--- src/rtl/sd_decim_pkg.sv ---
`timescale 1ns/1ps
package sd_decim_pkg;

  // Strobes from the sequencer to the arithmetic
  typedef struct packed {
    logic ch;        // 0 = left slot, 1 = right slot
    logic dump;      // comb section and tap shift for this slot
    logic firGo;     // second stage result taken this slot
    logic pairDone;  // last slot of the stereo pair
  } strobe_t;

  localparam int FIR_TAPS = 8;
  localparam int FIR_COEF [FIR_TAPS] = '{-2, 1, 12, 21, 21, 12, 1, -2};
  localparam int FIR_GAIN_LOG2 = 6;  // coefficients sum to 64

endpackage

--- src/rtl/sd_decim_ctrl.sv ---
`timescale 1ns/1ps
module sd_decim_ctrl
  import sd_decim_pkg::*;
#(
  parameter int CIC_DEC = 32,
  parameter int FIR_DEC = 4
) (
  input  logic    clk,
  input  logic    rst,
  output strobe_t stb
);
  localparam int FRAME = 2 * CIC_DEC * FIR_DEC;
  localparam int CNT_W = $clog2(FRAME);
  localparam int DEC_W = $clog2(CIC_DEC);

  logic [CNT_W-1:0] cnt;

  always_ff @(posedge clk) begin
    if (rst) cnt <= '0;
    else     cnt <= cnt + 1'b1;
  end

  always_comb begin
    stb.ch       = cnt[0];
    stb.dump     = &cnt[DEC_W:1];
    stb.firGo    = (cnt[CNT_W-1:1] == '0);
    stb.pairDone = (cnt == CNT_W'(1));
  end

endmodule

--- src/rtl/sd_decim_dp.sv ---
`timescale 1ns/1ps
module sd_decim_dp
  import sd_decim_pkg::*;
#(
  parameter int CIC_ORDER = 4,
  parameter int CIC_DEC   = 32,
  parameter int OUT_W     = 18,
  localparam int CIC_W    = CIC_ORDER * $clog2(CIC_DEC) + 2
) (
  input  logic                    clk,
  input  logic                    rst,
  input  logic                    ch,
  input  logic                    dump,
  input  logic                    bitL,
  input  logic                    bitR,
  output logic signed [CIC_W-1:0] cicOut,
  output logic signed [OUT_W-1:0] firSat
);
  localparam int FIR_SHIFT = CIC_ORDER * $clog2(CIC_DEC) + FIR_GAIN_LOG2 - (OUT_W - 1);
  localparam int MAXV = 2 ** (OUT_W - 1) - 1;
  localparam int MINV = -(2 ** (OUT_W - 1));

  logic signed [CIC_W-1:0] integ   [2][CIC_ORDER];
  logic signed [CIC_W-1:0] combDly [2][CIC_ORDER];
  logic signed [CIC_W-1:0] taps    [2][FIR_TAPS];
  logic signed [CIC_W-1:0] sumNext [CIC_ORDER];
  logic signed [CIC_W-1:0] combIn  [CIC_ORDER];
  logic signed [CIC_W-1:0] stage;
  logic signed [31:0]      firAcc;
  logic signed [31:0]      firScaled;
  logic                    bitNow;

  // First stage: integrators every slot, combs on the decimation slot
  always_comb begin
    bitNow = ch ? bitR : bitL;
    stage  = bitNow ? {{(CIC_W-1){1'b0}}, 1'b1} : '1;
    for (int k = 0; k < CIC_ORDER; k++) begin
      sumNext[k] = integ[ch][k] + stage;
      stage      = sumNext[k];
    end
    for (int k = 0; k < CIC_ORDER; k++) begin
      combIn[k] = stage;
      stage     = stage - combDly[ch][k];
    end
    cicOut = stage;
  end

  // Second stage: weighted sum of the tap line, scaled and clipped
  always_comb begin
    firAcc = '0;
    for (int k = 0; k < FIR_TAPS; k++)
      firAcc = firAcc + 32'(taps[ch][k]) * FIR_COEF[k];
    firScaled = firAcc >>> FIR_SHIFT;
    if (firScaled > MAXV)      firSat = OUT_W'(MAXV);
    else if (firScaled < MINV) firSat = OUT_W'(MINV);
    else                       firSat = OUT_W'(firScaled);
  end

  always_ff @(posedge clk) begin
    if (rst) begin
      for (int c = 0; c < 2; c++) begin
        for (int k = 0; k < CIC_ORDER; k++) begin
          integ[c][k]   <= '0;
          combDly[c][k] <= '0;
        end
        for (int k = 0; k < FIR_TAPS; k++) taps[c][k] <= '0;
      end
    end else begin
      for (int k = 0; k < CIC_ORDER; k++) integ[ch][k] <= sumNext[k];
      if (dump) begin
        for (int k = 0; k < CIC_ORDER; k++) combDly[ch][k] <= combIn[k];
        taps[ch][0] <= cicOut;
        for (int k = 1; k < FIR_TAPS; k++) taps[ch][k] <= taps[ch][k-1];
      end
    end
  end

endmodule

--- src/rtl/sd_decim_hpf.sv ---
`timescale 1ns/1ps
module sd_decim_hpf #(
  parameter int OUT_W    = 18,
  parameter int HP_SHIFT = 10
) (
  input  logic                    clk,
  input  logic                    rst,
  input  logic                    go,
  input  logic                    ch,
  input  logic                    done,
  input  logic                    hpEn,
  input  logic signed [OUT_W-1:0] xIn,
  output logic                    valid,
  output logic signed [OUT_W-1:0] dataL,
  output logic signed [OUT_W-1:0] dataR
);
  localparam int W    = OUT_W + 3;
  localparam int MAXV = 2 ** (OUT_W - 1) - 1;
  localparam int MINV = -(2 ** (OUT_W - 1));

  logic signed [OUT_W-1:0] xPrev [2];
  logic signed [OUT_W-1:0] yPrev [2];
  logic signed [W-1:0]     xExt, xpExt, ypExt, sum;
  logic signed [OUT_W-1:0] ySat, yNew;

  always_comb begin
    xExt  = W'(xIn);
    xpExt = W'(xPrev[ch]);
    ypExt = W'(yPrev[ch]);
    sum   = xExt - xpExt + ypExt - (ypExt >>> HP_SHIFT);
    if (int'(sum) > MAXV)      ySat = OUT_W'(MAXV);
    else if (int'(sum) < MINV) ySat = OUT_W'(MINV);
    else                       ySat = OUT_W'(sum);
    yNew = hpEn ? ySat : xIn;
  end

  always_ff @(posedge clk) begin
    if (rst) begin
      valid <= 1'b0;
      dataL <= '0;
      dataR <= '0;
      for (int c = 0; c < 2; c++) begin
        xPrev[c] <= '0;
        yPrev[c] <= '0;
      end
    end else begin
      valid <= done;
      if (go) begin
        xPrev[ch] <= xIn;
        yPrev[ch] <= hpEn ? ySat : '0;
        if (ch) dataR <= yNew;
        else    dataL <= yNew;
      end
    end
  end

endmodule

--- src/rtl/sd_decim.sv ---
`timescale 1ns/1ps
module sd_decim
  import sd_decim_pkg::*;
#(
  parameter int CIC_ORDER = 4,
  parameter int CIC_DEC   = 32,
  parameter int FIR_DEC   = 4,
  parameter int OUT_W     = 18,
  parameter int HP_SHIFT  = 10
) (
  input  logic                    clk,
  input  logic                    rst,
  input  logic                    bitL,
  input  logic                    bitR,
  input  logic                    hpEn,
  output logic                    valid,
  output logic signed [OUT_W-1:0] dataL,
  output logic signed [OUT_W-1:0] dataR
);
  localparam int CIC_W = CIC_ORDER * $clog2(CIC_DEC) + 2;

  strobe_t                 stb;
  logic signed [CIC_W-1:0] cicOut;
  logic signed [OUT_W-1:0] firSat;

  sd_decim_ctrl #(.CIC_DEC(CIC_DEC), .FIR_DEC(FIR_DEC)) u_ctrl (
    .clk(clk), .rst(rst), .stb(stb)
  );

  sd_decim_dp #(.CIC_ORDER(CIC_ORDER), .CIC_DEC(CIC_DEC), .OUT_W(OUT_W)) u_dp (
    .clk(clk), .rst(rst), .ch(stb.ch), .dump(stb.dump),
    .bitL(bitL), .bitR(bitR), .cicOut(cicOut), .firSat(firSat)
  );

  sd_decim_hpf #(.OUT_W(OUT_W), .HP_SHIFT(HP_SHIFT)) u_hpf (
    .clk(clk), .rst(rst), .go(stb.firGo), .ch(stb.ch), .done(stb.pairDone),
    .hpEn(hpEn), .xIn(firSat), .valid(valid), .dataL(dataL), .dataR(dataR)
  );

endmodule

--- config.mk ---
export PLATFORM = sky130hd
export DESIGN_NAME = sd_decim
export DESIGN_NICKNAME = d
export VERILOG_FILES = /design/src/rtl/sd_decim_pkg.sv /design/src/rtl/sd_decim_ctrl.sv /design/src/rtl/sd_decim_dp.sv /design/src/rtl/sd_decim_hpf.sv /design/src/rtl/sd_decim.sv
export SDC_FILE = /design/constraint.sdc
export NUM_CORES = 2
export LEC_CHECK = 0
export ABC_AREA = 1
export BUFFER_PORTS_ARGS = -buffer_cell sky130_fd_sc_hd__buf_2
export CAP_MARGIN = 40
export CORE_MARGIN = 3
export CORE_UTILIZATION = 39
export CTS_CLUSTER_SIZE = 8
export DETAILED_ROUTE_END_ITERATION = 6
export GPL_TIMING_DRIVEN = 0
export HOLD_SLACK_MARGIN = 0.08
export PLACE_DENSITY = 0.6
export SLEW_MARGIN = 20
export SYNTH_ARGS = -nofsm -noshare
export SYNTH_HDL_FRONTEND = slang
export SYNTH_SLANG_ARGS = --single-unit
--- constraint.sdc ---
create_clock -name clk -period 37.5 [get_ports clk]
set_input_delay 7.5 -clock clk [delete_from_list [all_inputs] [get_ports clk]]
set_output_delay 7.5 -clock clk [all_outputs]
set_load 0.02 [all_outputs]
======== Yosys cells after proc, flatten, opt, wreduce, memory -nomap -nowiden ========
Memories as Yosys holds them, arrays and structs flattened. A register that Yosys moved wholly into a read port is not among the register bits.
Index checks and enable logic that the tools add are counted.
word-level totals
  bits in registers ....................... 45
  RAM bits ................................ 776
  output and inout port bits .............. 37
  logic and storage cells ................. 86
  memories ................................ 5
memory list
  memory        words  bits a word  read ports  clocked after Yosys merged registers in  wr ports  line                RTL
  u_dp.taps     2      176          1           1                                        2         sd_decim_dp.sv:25   logic signed [CIC_W-1:0] taps [2][FIR_TAPS];
  u_dp.combDly  2      88           1           1                                        2         sd_decim_dp.sv:24   logic signed [CIC_W-1:0] combDly [2][CIC_ORDER];
  u_dp.integ    2      88           1           1                                        2         sd_decim_dp.sv:23   logic signed [CIC_W-1:0] integ [2][CIC_ORDER];
  u_hpf.xPrev   2      18           1           1                                        2         sd_decim_hpf.sv:21  logic signed [OUT_W-1:0] xPrev [2];
  u_hpf.yPrev   2      18           1           1                                        2         sd_decim_hpf.sv:22  logic signed [OUT_W-1:0] yPrev [2];
cells by class
  $add $sub $neg .......................... 21
  multiply operators ...................... 4
  order comparisons ....................... 4
  eq/ne operators ......................... 1
  multiplexer cells ....................... 37
  bitwise gates (word level) .............. 1
  reduce and logical (&&, ||, !) cells .... 9
operator list
  kind                                                              number
  two-way mux 176 bit                                               1
  two-way mux 88 bit                                                2
  OR reduction 176 bit                                              1
  OR reduction 88 bit                                               2
  adder 32 bit                                                      5
  two-way mux 18 bit                                                8
  adder 22 bit                                                      4
  subtractor 22 bit                                                 4
  adder 32 x 22 -> 32 bit                                           2
  negator 22 -> 31 bit                                              2
  multiplier 22 x 6 -> 28 bit (second input constant)               2
  multiplier 22 x 3 -> 25 bit (second input constant)               2
  OR reduction 18 bit                                               2
  two-way mux 1 bit                                                 25
  greater-than comparator 23 x 18 -> 1 bit (second input constant)  1
  < comparator 23 x 18 -> 1 bit (second input constant)             1
  two-way mux 22 bit                                                1
  greater-than comparator 21 x 18 -> 1 bit (second input constant)  1
  < comparator 21 x 18 -> 1 bit (second input constant)             1
  subtractor 21 x 8 -> 21 bit                                       1
  adder 19 x 18 -> 20 bit                                           1
  subtractor 18 x 18 -> 19 bit                                      1
  adder 8 x 1 -> 8 bit (second input constant)                      1
  equality test 8 x 1 -> 1 bit (second input constant)              1
  other kinds (4)                                                   5

======== Logic depth before layout (Yosys ltp) ========
  depth after elaboration ................. 19
  mapped depth ............................ 94

======== By module ========
Synthesis repeated with hierarchy kept, for this count alone.
second synthesis, totals
  cells, all modules ...................... 6,087
  area, all modules ....................... 56,576.8 sq um
by module, submodules not included
  module         instances  cells an instance  area an instance (sq um)
  sd_decim_dp    1          5,197              49,346.1
  sd_decim_hpf   1          835                6,842.8
  sd_decim_ctrl  1          55                 387.9

======== Worst setup path before layout ========
Ideal clock, no wire load.
  path kind ............................... input -> register
  from .................................... input port bitL
  to ...................................... memory u_dp.taps[0][175] (netlist name) (data pin)
  library setup time ...................... 0.266 ns
  arrival time ............................ 16.901 ns
  data required time ...................... 37.234 ns
  slack ................................... 20.334 ns
  stages on the path ...................... 54
  cells stage by stage .................... o21ai_2 inv_1 fa_1 o21ai_0 xor2_1 inv_1 ha_1 inv_1 o21bai_1 a31oi_1 o21ai_0 xor2_1 inv_1 ha_1 a21oi_1 inv_1 a31oi_1 o21ai_0 (+18 left out) inv_1 ha_1 a21oi_1 nand2_1 or2_2 nand2_1 inv_1 ha_1 nand2_1 o21ai_0 nand3_1 nand2_1 a31oi_1 o21ai_0 xor2_1 nand3_1 nand3_1 nor2_1
RTL lines
  element      line               RTL
  from (decl)  sd_decim.sv:13     input logic bitL,
  to (decl)    sd_decim_dp.sv:25

==> out/metrics.cfg <==
[sta]
timing.final.ws_setup_ns = 18.92
tns_ns = 0
finalMaxSlewViolations = 0
setup_violations = 0
fin_crit_ns = 18.58
fmax_mhz = 53.8
rsz0062_at_grt = false
worst_slew_pin_slew_ns = 0.893
maxSlewHeadroom_pct = 39.9
hold_viol_final = 0
finalCritPeriodShare_pct = 49.5
finalClockSkew_ns = 0.0506

[detailed_routing]
drtPass1Iterations = 5
post-route-drc-count = 0
postRouteAntennaNets = 0
drt_iter0_drc = 3124
vias = 41800
wl_per_cell_um = 18.7
avgViaCountPerCell = 5.04
drt-total-wl_um = 155000

[logic_synthesis]
yosys_most_used_dff = edfxtp_1
synth_sequential_area_ratio_pct = 42.8
synth.most_common_cell = nand2_1
synth_edf_count = 776
syn_inst = 6131
netlist_top_cells_count = nand2_1 (1042), inv_1 (977), edfxtp_1 (776)
yosys_warnings = 0
yosysTopAreaCell = edfxtp_1
synthArstFlopShare_pct = 0
synth_area_um2 = 56600
synth_top_area_share_pct = 41.2
avgSynthCellArea_um2 = 9.22
ys_ff_latch = 821
yosysUniqueCellTypes = 58
ys_top_cells_by_area = edfxtp_1 (41%), ha_1 (10%), fa_1 (8.6%), nand2_1 (6.9%), inv_1 (6.5%)
syn-num-nets = 6829

[worst_setup_path]
max_stage_delay_ns = 0.46
r2r_start = u_ctrl.cnt[0]
r2r_cells = 79
cpMostUsedCell = inv_1
worst-path-max-fanout = 15
rrSetupSlack_ns = 18.93
r2r_end = u_hpf.dataL[14]
cpMaxStageDelayCell = fa_1
critPathKind = in2reg
crit_arrival_ns = 19.02
cp_num_buf_inv = 11
crit_family = compound AO/OA/AOI/OAI gates
crit_required_ns = 37.94
startpoint_type = input pin
endpoint_kind = register

[finish]
multiInputGateArea_um2 = 27900
syn_to_final_growth_pct = 11.6
nets = 7035
num-fill-cells = 13800
drive_gt1_share_pct = 7.41
postLayoutCellArea_um2 = 63100
seq_area_um2 = 24200

[global_routing]
grt_overflow = 0
gr-usage-all-layers_pct = 20.7
grt_max_degree = 51
grt_pass1_wl_um = 241000
antenna_found_initial = 2
grt_pass1_vias = 41800

[clock_tree]
clock_latency_ns = 0.73
path_clk_slew_ns = 0.05
clockRootBuffer = clkbuf_16
ctsHoldBuffers = 0
cts.sinks = 821
cts_tree = built
clock_path_buffers = 3
cts_setup_buffers = 0
ctsHtreeMaxLevel = 3
cts_buffers = 114
cts_resized = 0

[hold_path]
hold_class = reg2reg
min_to = u_hpf.dataR[3]
hp-start = u_hpf.dataR[3]
hold-path-cell-count = 2

[die]
fp.dieH_um = 387
pin_count = 42
coreArea_um2 = 144000
num_rows = 139
die_area_um2 = 150000
dieWidth_um = 387
initial_core_util_pct = 39.3

[flow_run]
drv_cap = 0

[place]
place_congestion = 0.897
post_dp_cell_area_um2 = 60000
dpl.hpwl_um = 120000
port_buffers = 39
preCtsSetupSlack_ns = 18.26

[run_status]
status = complete, no violations

## sequential cells by signal, indices dropped and copies added, names as in the netlist
name,count
u_dp.combDly,176
u_dp.integ,176
u_ctrl.cnt,8
u_dp.taps,352
u_hpf.dataL,18
u_hpf.dataR,18
u_hpf.valid,1
u_hpf.xPrev,36
u_hpf.yPrev,36
## area by class of cell
type	count	area share (%)
diodes	4	0.0159
plain buffers	186	1.26
clock buffers	150	4.78
clock inverters	10	0.200
inverters	994	5.92
multi-input cells	4130	44.1
flip-flops and latches	821	38.3
well taps	1903	3.77
repair buffers	90	1.57
## worst reg2reg max path, delay by kind of cell (launching register included)
kind / cells / cell delay, ns
compound gates: 22 / 5.08
xor+xnor: 4 / 0.80
fa+ha+maj: 12 / 5.23
buf+inv: 20 / 4.59
flops: 1 / 0.38
simple gates: 21 / 2.47
## layout by cell type (no fill, tap or decap), types with 10 or more instances in the layout
cell type  synthesis  routed
a21boi_0          13      13
edfxtp_1         776     776
nand2_2           18      18
clkbuf_1         152     179
buf_1             16      12
a21o_1            18      18
buf_2              6      52
o21ai_0          291     287
nor2_1           732     732
mux2i_1          108     108
nand2_1         1042    1039
o21bai_1          20      20
buf_6              7      26
ha_1             450     450
nor3_1           167     167
inv_2             15      17
a21oi_1          325     325
or2_2            145     145
xor2_1           182     182
or2_1             15      15
dfxtp_1           45      45
clkbuf_16          0     115
a31oi_1           20      20
nand3_1          120     120
buf_8              1      10
xnor2_1          107     107
inv_1            977     973
o21ai_2           17      19
fa_1             243     243
nand4_1           20      20
## worst max-delay path by stage
stage,startpoint,to,slack [ns],depth (start not counted)
CTS,u_ctrl.cnt[0],u_hpf.dataL[14],18.88,79
global route,u_ctrl.cnt[0],u_hpf.dataL[11],17.68,79
global placement,rst,u_dp.taps[0][62],17.19,6
floorplan,bitL,u_dp.taps[0][175],20.33,54
detailed placement,bitL,u_dp.taps[0][175],18.26,56
finish,bitL,u_dp.taps[0][175],18.92,56
## per-layer routing
metal | vias to the layer above | part of all wire [%] | track usage [%]
met5 | - | 0 | 0
met4 | 0 | 2.5 | 5.70
met3 | 191 | 5.8 | 2.55
met2 | 1073 | 47 | 34.1
met1 | 20200 | 45 | 28.8
li1 | 20300 | - | -
## logic make-up (layout without fill, tap and decap cells)
group	Yosys count	count (layout)	synth area share [%]
other cells	0	4	0
simple gates	2297	2297	17.1
flops	821	821	42.8
compound gates	738	738	7.05
xor+xnor	293	293	4.59
buf+inv	1180	1430	7.99
fa+ha+maj	693	693	18.6
mux	109	109	1.94
## per-stage QoR
step	utilization [%]	hold slack, ns	std cells
after floorplan	-	0.485	6131
after global placement	41.1	0.437	8073
after detailed placement	41.7	0.437	8123
after CTS	43.9	0.451	8283
after global routing	43.9	0.476	8284
final	43.9	0.449	8288
Power is left out: the tool's default activity adds up to more than one toggle a clock period on the data nets, which glitch-free logic cannot reach.
